File: src/rtl/tts_pkg.sv
package tts_pkg;
   typedef enum logic [1:0] {
      SLOT_IDLE = 2'd0,
      SLOT_WR   = 2'd1,
      SLOT_RD   = 2'd2,
      SLOT_RDY  = 2'd3
   } slot_state_e;
endpackage

File: src/rtl/tts_match.sv
module tts_match #(
   parameter int AW = 16,
   parameter int CW = 4
) (
   input  logic [AW-1:0] req_addr,
   input  logic [CW-1:0] req_cmd,
   input  logic [AW-1:0] held_addr,
   input  logic [CW-1:0] held_cmd,
   output logic          same
);
   localparam int KW = AW + CW;
   logic [KW-1:0] diff;

   assign diff = {req_addr, req_cmd} ^ {held_addr, held_cmd};

   generate
      if (KW <= 8) begin : g_flat
         assign same = (diff == '0);
      end else begin : g_split
         localparam int HALF = KW / 2;
         logic lo_eq, hi_eq;
         assign lo_eq = (diff[HALF-1:0] == '0);
         assign hi_eq = (diff[KW-1:HALF] == '0);
         assign same  = lo_eq & hi_eq;
      end
   endgenerate
endmodule

File: src/rtl/tts_err_flag.sv
module tts_err_flag (
   input  logic clk,
   input  logic rst_n,
   input  logic set_i,
   input  logic clr_i,
   output logic flag_o
);
   always_ff @(posedge clk or negedge rst_n) begin
      if (!rst_n)     flag_o <= 1'b0;
      else if (set_i) flag_o <= 1'b1;
      else if (clr_i) flag_o <= 1'b0;
   end


   set_wins_chk: assert property (@(posedge clk) disable iff (!rst_n)
      set_i |=> flag_o);

   clr_chk: assert property (@(posedge clk) disable iff (!rst_n)
      (clr_i && !set_i) |=> !flag_o);
endmodule

File: src/rtl/tts_slot_ctrl.sv
module tts_slot_ctrl
   import tts_pkg::*;
#(
   parameter int AW = 16,
   parameter int DW = 32,
   parameter int CW = 4
) (
   input  logic          clk,
   input  logic          rst_n,
   input  logic          h_valid,
   input  logic          h_is_read,
   input  logic [AW-1:0] h_addr,
   input  logic [CW-1:0] h_cmd,
   input  logic [DW-1:0] h_wdata,
   input  logic          hit,
   input  logic          l_ack,
   input  logic [DW-1:0] l_rdata,
   output logic          h_accept,
   output logic          h_retry,
   output logic          h_done,
   output logic [DW-1:0] h_rdata,
   output logic          l_req,
   output logic          l_is_read,
   output logic [AW-1:0] held_addr,
   output logic [CW-1:0] held_cmd,
   output logic [DW-1:0] held_wdata,
   output logic          drop_wr,
   output slot_state_e   state
);
   slot_state_e   state_n;
   logic          is_wr, is_rd, deliver;
   logic [DW-1:0] rd_buf;

   assign is_wr   = h_valid & ~h_is_read;
   assign is_rd   = h_valid &  h_is_read;
   assign drop_wr = is_wr & (state != SLOT_IDLE);
   assign deliver = is_rd & (state == SLOT_RDY) & hit;

   always_comb begin
      state_n = state;
      unique case (state)
         SLOT_IDLE: if (is_wr) state_n = SLOT_WR;
                    else if (is_rd) state_n = SLOT_RD;
         SLOT_WR:   if (l_ack) state_n = SLOT_IDLE;
         SLOT_RD:   if (l_ack) state_n = SLOT_RDY;
         SLOT_RDY:  if (deliver) state_n = SLOT_IDLE;
         default:   state_n = SLOT_IDLE;
      endcase
   end

   always_ff @(posedge clk or negedge rst_n) begin
      if (!rst_n) begin
         state      <= SLOT_IDLE;
         held_addr  <= '0;
         held_cmd   <= '0;
         held_wdata <= '0;
         rd_buf     <= '0;
         h_accept   <= 1'b0;
         h_retry    <= 1'b0;
         h_done     <= 1'b0;
         h_rdata    <= '0;
      end else begin
         state    <= state_n;
         h_accept <= is_wr;
         h_retry  <= is_rd & ~deliver;
         h_done   <= deliver;
         h_rdata  <= deliver ? rd_buf : '0;
         if (state == SLOT_IDLE && h_valid) begin
            held_addr <= h_addr;
            held_cmd  <= h_cmd;
            if (is_wr) held_wdata <= h_wdata;
         end
         if (state == SLOT_RD && l_ack) rd_buf <= l_rdata;
      end
   end

   assign l_req     = (state == SLOT_WR) | (state == SLOT_RD);
   assign l_is_read = (state == SLOT_RD);


   l_hold_chk: assert property (@(posedge clk) disable iff (!rst_n)
      (l_req && !l_ack) |=> (l_req && $stable(held_addr) && $stable(held_wdata)));

   deliver_chk: assert property (@(posedge clk) disable iff (!rst_n)
      deliver |=> (h_done && state == SLOT_IDLE));

   early_read_chk: assert property (@(posedge clk) disable iff (!rst_n)
      (is_rd && state == SLOT_RD) |=> (h_retry && !h_done));

   resp_onehot_chk: assert property (@(posedge clk) disable iff (!rst_n)
      $onehot0({h_accept, h_retry, h_done}));
endmodule

File: src/rtl/txn_slot_tracker.sv
module txn_slot_tracker
   import tts_pkg::*;
#(
   parameter int AW = 16,
   parameter int DW = 32,
   parameter int CW = 4
) (
   input  logic          clk,
   input  logic          rst_n,
   input  logic          h_valid,
   input  logic          h_is_read,
   input  logic [AW-1:0] h_addr,
   input  logic [CW-1:0] h_cmd,
   input  logic [DW-1:0] h_wdata,
   input  logic          err_clr,
   output logic          h_accept,
   output logic          h_retry,
   output logic          h_done,
   output logic [DW-1:0] h_rdata,
   output logic          l_req,
   output logic          l_is_read,
   output logic [AW-1:0] l_addr,
   output logic [CW-1:0] l_cmd,
   output logic [DW-1:0] l_wdata,
   input  logic          l_ack,
   input  logic [DW-1:0] l_rdata,
   output logic          wr_pending,
   output logic          err_sticky
);
   generate
      if (AW < 1) begin : g_bad_aw
         $error("txn_slot_tracker: AW must be at least 1");
      end
      if (DW < 1) begin : g_bad_dw
         $error("txn_slot_tracker: DW must be at least 1");
      end
      if (CW < 1) begin : g_bad_cw
         $error("txn_slot_tracker: CW must be at least 1");
      end
   endgenerate

   logic        hit, drop_wr;
   slot_state_e state;

   tts_match #(.AW(AW), .CW(CW)) u_match (
      .req_addr (h_addr),
      .req_cmd  (h_cmd),
      .held_addr(l_addr),
      .held_cmd (l_cmd),
      .same     (hit)
   );

   tts_slot_ctrl #(.AW(AW), .DW(DW), .CW(CW)) u_ctrl (
      .clk       (clk),
      .rst_n     (rst_n),
      .h_valid   (h_valid),
      .h_is_read (h_is_read),
      .h_addr    (h_addr),
      .h_cmd     (h_cmd),
      .h_wdata   (h_wdata),
      .hit       (hit),
      .l_ack     (l_ack),
      .l_rdata   (l_rdata),
      .h_accept  (h_accept),
      .h_retry   (h_retry),
      .h_done    (h_done),
      .h_rdata   (h_rdata),
      .l_req     (l_req),
      .l_is_read (l_is_read),
      .held_addr (l_addr),
      .held_cmd  (l_cmd),
      .held_wdata(l_wdata),
      .drop_wr   (drop_wr),
      .state     (state)
   );

   tts_err_flag u_err (
      .clk   (clk),
      .rst_n (rst_n),
      .set_i (drop_wr),
      .clr_i (err_clr),
      .flag_o(err_sticky)
   );

   assign wr_pending = (state == SLOT_WR);


   dup_write_err_chk: assert property (@(posedge clk) disable iff (!rst_n)
      (h_valid && !h_is_read && wr_pending) |=> (err_sticky && h_accept));

   read_vs_write_chk: assert property (@(posedge clk) disable iff (!rst_n)
      (h_valid && h_is_read && wr_pending && !l_ack) |=> (h_retry && !l_is_read));

   pend_write_req_chk: assert property (@(posedge clk) disable iff (!rst_n)
      wr_pending |-> (l_req && !l_is_read));
endmodule

File: config.mk
export PLATFORM = sky130hd
export DESIGN_NAME = txn_slot_tracker
export DESIGN_NICKNAME = d
export VERILOG_FILES = /design/src/rtl/tts_pkg.sv /design/src/rtl/tts_match.sv /design/src/rtl/tts_err_flag.sv /design/src/rtl/tts_slot_ctrl.sv /design/src/rtl/txn_slot_tracker.sv
export SDC_FILE = /design/constraint.sdc
export NUM_CORES = 1
export LEC_CHECK = 0
export BUFFER_PORTS_ARGS = -buffer_cell sky130_fd_sc_hd__buf_4
export CORE_ASPECT_RATIO = 2
export CORE_MARGIN = 3
export CORE_UTILIZATION = 44
export CTS_CLUSTER_DIAMETER = 100
export CTS_CLUSTER_SIZE = 10
export DETAILED_ROUTE_END_ITERATION = 8
export GPL_ROUTABILITY_DRIVEN = 0
export PLACE_DENSITY_LB_ADDON = 0.1
export SYNTH_ARGS = -nofsm -noshare
export SYNTH_HDL_FRONTEND = slang
export SYNTH_SLANG_ARGS = --single-unit
File: constraint.sdc
create_clock -name clk -period 1.8 [get_ports clk]
set_clock_uncertainty 0.1 [all_clocks]
set_input_delay 0.27 -clock clk [delete_from_list [all_inputs] [get_ports clk]]
set_output_delay 0.27 -clock clk [all_outputs]
set_load 0.005 [all_outputs]
Word-level counts from Yosys, hierarchy flattened
Index checks and enable logic that the tools add are counted.
- flip-flop bits (word level): 122
- latch bits: 0
- bits in writable memories: 0
- ROM bits: 0
- input bits: 90
- memories: 0
- add/sub/neg operators: 0
- multipliers: 0
- div/mod/pow operators: 0
- order comparisons: 0
- equal/unequal tests: 7
- shifts and indexed selects: 0
- mux-type cells: 9
- bitwise logic cells: 11
- reduce and logical (&&, ||, !) cells: 9
- operators with widths (cell ; number):
    two-way mux 32 bit ; 1
    logical NOT 10 bit ; 2
    XOR 20 bit ; 1
    two-way mux 2 bit ; 5
    case mux 2 bit (4 select lines) ; 1
    AND 1 bit ; 7
    == test 2 bit, second input constant ; 2
    inequality test 2 x 1 -> 1 bit, second input constant ; 2
    AND reduction 4 bit ; 1
    nonzero test 2 bit ; 2
    inequality test 3 x 1 -> 1 bit, second input constant ; 1
    == test 2 x 1 -> 1 bit, second input constant ; 1
    logical AND 1 bit ; 2
    logical NOT 2 bit ; 1
    two-way mux 1 bit ; 2
    inequality test 2 bit, second input constant ; 1
    NOT 1 bit ; 2
    AND reduction 2 bit ; 1
    OR 1 bit ; 1

Logic depth before layout (Yosys ltp)
- depth after elaboration: 6
- gate-level depth with buffers: 7

Hierarchy
A second synthesis with hierarchy kept.
- cells, all modules: 303
- area total of the unflattened synthesis: 4698.3 µm²
- by module, submodules not included (module ; instances ; cells an instance ; area an instance (µm²) ; seq. area each (µm²)):
    tts_slot_ctrl ; 1 ; 272 ; 4426.7 ; 3027.9
    tts_match ; 1 ; 27 ; 221.5 ; 0.0
    tts_err_flag ; 1 ; 3 ; 36.3 ; 25.0
    txn_slot_tracker ; 1 ; 1 ; 13.8 ; 0.0

Least setup slack after synthesis
Ideal clock, no wire load.
- path type: register to register
- start: reg u_ctrl.state[0]
- end: reg u_ctrl.held_wdata[10]
- library setup time: 0.125 ns
- arrival: 1.609 ns
- data required time: 1.575 ns
- path slack: -0.034 ns
- stages on the path, launching flop included: 6
- path buffers: 1
- period minus slack after synthesis: 1.834 ns
- cell sequence: dfrtp_1 -> inv_1 -> ha_1 -> nand3b_1 -> clkbuf_1 -> mux2_2
- longest elaborated chain between the ends: 3
- ends and longest elaborated chain (element ; RTL line ; text):
    start, declared ; tts_slot_ctrl.sv:28 ; output slot_state_e state
    start signal, assigned ; tts_slot_ctrl.sv:63 ; state <= state_n;
    logical NOT 2 bit ; tts_slot_ctrl.sv:68 ; if (state == SLOT_IDLE && h_valid) begin
    logical AND 1 bit ; tts_slot_ctrl.sv:68 ;
    AND reduction 2 bit (no source line) ; n/a ;
    end signal, assigned ; tts_slot_ctrl.sv:71 ; if (is_wr) held_wdata <= h_wdata;
    end, declared ; tts_slot_ctrl.sv:26 ; output logic [DW-1:0] held_wdata,
Every way passes these cells.
A chain may end at the register's enable or synchronous reset.

Worst setup path after layout
- start: reg u_ctrl.held_addr[0]
- end: reg u_ctrl.state[1]
- longest elaborated chain between the ends: 6
- ends and longest elaborated chain (element ; RTL line ; text):
    start, declared ; tts_slot_ctrl.sv:24 ; output logic [AW-1:0] held_addr,
    start signal, assigned ; tts_slot_ctrl.sv:69 ; held_addr <= h_addr;
    XOR 20 bit ; tts_match.sv:14 ; assign diff = {req_addr, req_cmd} ^ {held_addr, held_cmd};
    logical NOT 10 bit ; tts_match.sv:22 ; assign lo_eq = (diff[HALF-1:0] == '0);
    AND 1 bit ; tts_match.sv:24 ; assign same = lo_eq & hi_eq;
    AND 1 bit ; tts_slot_ctrl.sv:37 ; assign deliver = is_rd & (state == SLOT_RDY) & hit;
    inequality test 2 x 1 -> 1 bit (no source line) ; n/a ;
    AND reduction 4 bit (no source line) ; n/a ;
Every way passes these cells.

==> impl_metrics.json <==
{
  "violations": "negative setup slack",
  "grt_max_degree": 123,
  "grt_pass1_vias": 3661,
  "syn-cell-area_um2": 4710,
  "endpoint_kind": "flop",
  "outcome": "finished with violations",
  "synth_compound_area_frac": 0.0130,
  "synthMuxAreaShare": 0.201,
  "drv_cap": 0,
  "peakVddDrop_mv": 0.949,
  "synth.distinct_cells": 28,
  "cp.arrival_ns": 2.20,
  "clock_latency_ns": 0.40,
  "hold_viol": 0,
  "final_nets": 681,
  "coreArea_um2": 10300,
  "htree_levels": 4,
  "cts.sinks": 122,
  "synthAdderAreaFrac": 0.0106,
  "hold_slack_ns": 0.0183,
  "synth-simple-area-share": 0.0731,
  "hold_end": "u_ctrl.held_addr[2]",
  "dpl_worst_slack_ns": -0.316,
  "wl_per_cell_um": 16.1,
  "start_util": 0.458,
  "cts_max_path_buffers": 2,
  "cts_tree": "built",
  "cp.required_ns": 2.01,
  "period_minus_slack_ns": 1.99,
  "n_antenna_cell": 0,
  "first_pass_iters": 4,
  "die_w_um": 79.1,
  "reg2reg_slack_ns": -0.19,
  "seq_area_um2": 3050,
  "crit_path_start_kind": "flop",
  "ant_nets": 0,
  "relSlewSlack": 0.572,
  "r2r_cells": 6,
  "die_h_um": 152,
  "drive_above_1_share": 0.574,
  "area_delta_synth_final_pct": 63.3,
  "fin_util": 0.748,
  "vias": 3451,
  "synth_warnings": 0,
  "place_hpwl_um": 7810,
  "dieArea_um2": 12100,
  "grt_first_pass_wirelength_um": 18000,
  "rsz0062_at_grt": "true",
  "min_from": "h_addr[2]",
  "synth_seq_area_share": 0.648,
  "fmax_mhz": 502,
  "synth_top_family_by_area": "multiplexers",
  "worstSetupPathType": "flop to flop",
  "io_buffer_count": 180,
  "power.leakage_nw": 3.77,
  "hp-class": "primary input to flop",
  "ios": 181,
  "syn_inst": 308,
  "post-route-period-util": 1.11,
  "slew_viol_final": 0,
  "grtUsageTotal": 0.197,
  "num_rows": 52,
  "multiInputGateArea_um2": 1620,
  "numCtsBuffers": 17,
  "synth_seq_cells": 122,
  "synth_nets": 402,
  "drt_wl_total_um": 11800,
  "path_clk_slew_ns": 0.06,
  "worst_pin_slew_ns": 0.642,
  "drc": 0,
  "clockRootBuffer": "clkbuf_16",
  "nFillCells": 725,
  "r2r-start": "u_ctrl.held_addr[0]",
  "antenna_found_initial": 0,
  "whs_path_depth": 2,
  "worstReg2RegEnd": "u_ctrl.state[1]",
  "drt_iter0_drc": 84,
  "p_per_area_nw_per_um2": 1480,
  "grt-ovfl-total": 0,
  "yosys.area_share.xor_xnor": 0.0372,
  "viasPerCell": 4.70,
  "syn_area_per_cell_um2": 15.3,
  "cp_max_fo": 3,
  "worst_slack_ns": -0.192,
  "setup_viol_count_final": 52
}
-- timing repair --
item	in CTS	in global routing
pin swaps	12	9
resized for setup	6	2
hold buffers	60	1
setup endpoints to repair	36	75
endpoints found under the hold margin	181	1
setup buffers	3	0
cloned	0	1
-- synth_stat cells (all sizes together) --
cell	instances	share of area
inv	4	0.0032
a21o	1	0.0016
nand4	1	0.0013
ha	4	0.011
o211ai	2	0.0032
a2bb2oi	1	0.0019
nand3b	1	0.0016
nor4	4	0.0053
buf	6	0.0096
nor2	3	0.0024
and2	32	0.046
clkbuf	5	0.0040
o2111ai	1	0.0019
nand3	1	0.0011
nand2	8	0.0064
mux2	84	0.20
o21bai	1	0.0016
xor2	17	0.032
or4	2	0.0032
nor3	1	0.0035
xnor2	3	0.0056
a21oi	1	0.0011
nand2b	1	0.0013
nor2b	1	0.0013
dfrtp	122	0.65
a22o	1	0.0019
-- cells in the final DEF, fill, tap and decap left out, drive strengths merged, types with 5 or more instances in the layout --
cell type	synthesis	layout
xor2	17	17
nand2	8	8
clkinvlp	0	5
clkinv	0	5
clkbuf	5	20
dlygate4sd3	0	61
mux2	84	84
buf	6	209
dfrtp	122	122
and2	32	32
-- report_power, final --
group	switching [mW]	leakage [nW]	internal, mW
registers	0.539	1.52	3.75
clock network	1.17	0.267	2.05
logic	1.36	1.99	2.47
total	3.08	3.77	8.27
-- final cells by class --
class	instances	area share
sequential	122	0.397
clock inverter	12	0.0164
timing repair buffer	271	0.295
inverter	4	0.00195
multi-input combinational	171	0.210
tap	135	0.0220
clock buffer	19	0.0576
-- worst max-delay path by stage --
stage	startpoint	end	slack (ns)	cells after the start
global placement	u_ctrl.held_addr[0]	u_ctrl.h_rdata[23]	-0.22	7
global route	u_ctrl.held_addr[0]	u_ctrl.state[1]	-0.23	6
floorplan	u_ctrl.state[0]	u_ctrl.held_wdata[10]	-0.03	5
detailed placement	u_ctrl.held_addr[0]	u_ctrl.state[1]	-0.32	6
finish	u_ctrl.held_addr[0]	u_ctrl.state[1]	-0.19	6
CTS	u_ctrl.held_addr[15]	u_ctrl.state[1]	-0.20	6
-- kinds of logic (layout without fill, tap and decap cells) --
group | Yosys count | after routing
AO/OA/AOI/OAI | 8 | 8
XOR/XNOR | 20 | 20
adder cells (fa/ha/maj) | 4 | 4
buffers and inverters | 15 | 306
flip-flops | 122 | 122
multiplexers | 84 | 84
AND/OR/NAND/NOR | 55 | 55
-- sequential cells by signal, indices dropped and copies added, names as in the netlist --
signal / count
u_ctrl.h_accept: 1
u_ctrl.h_done: 1
u_ctrl.h_rdata: 32
u_ctrl.h_retry: 1
u_ctrl.held_addr: 16
u_ctrl.held_cmd: 4
u_ctrl.held_wdata: 32
u_ctrl.rd_buf: 32
u_ctrl.state: 2
u_err.flag_o: 1
-- critical path, stage by stage, from the launching register on --
cell	delay, ns
dfrtp_1	0.39
xor2_1	0.15
nor4_2	0.34
buf_4	0.18
nand3_4	0.08
or4_4	0.55
o211ai_1	0.11
-- metal layers --
layer  GRT usage  vias up  wire [um]
li1            -     1611          -
met1       0.196     1717       3970
met2       0.367      110       6930
met3      0.0639       13        722
met4      0.0721        0        218
met5           0        -          0
-- metrics by stage --
stage                     total power [mW]  setup TNS, ns  std cells  instance area (um^2)
after floorplan                       5.91          -1.01        308                  4710
after global routing                  12.0          -7.81        734                  7690
after global placement                7.80          -7.49        638                  6420
after detailed placement              7.97          -9.51        638                  6420
final                                 11.3          -4.42        734                  7690
after CTS                             11.4          -5.73        732                  7650
Power figures use the tool's default switching activity.
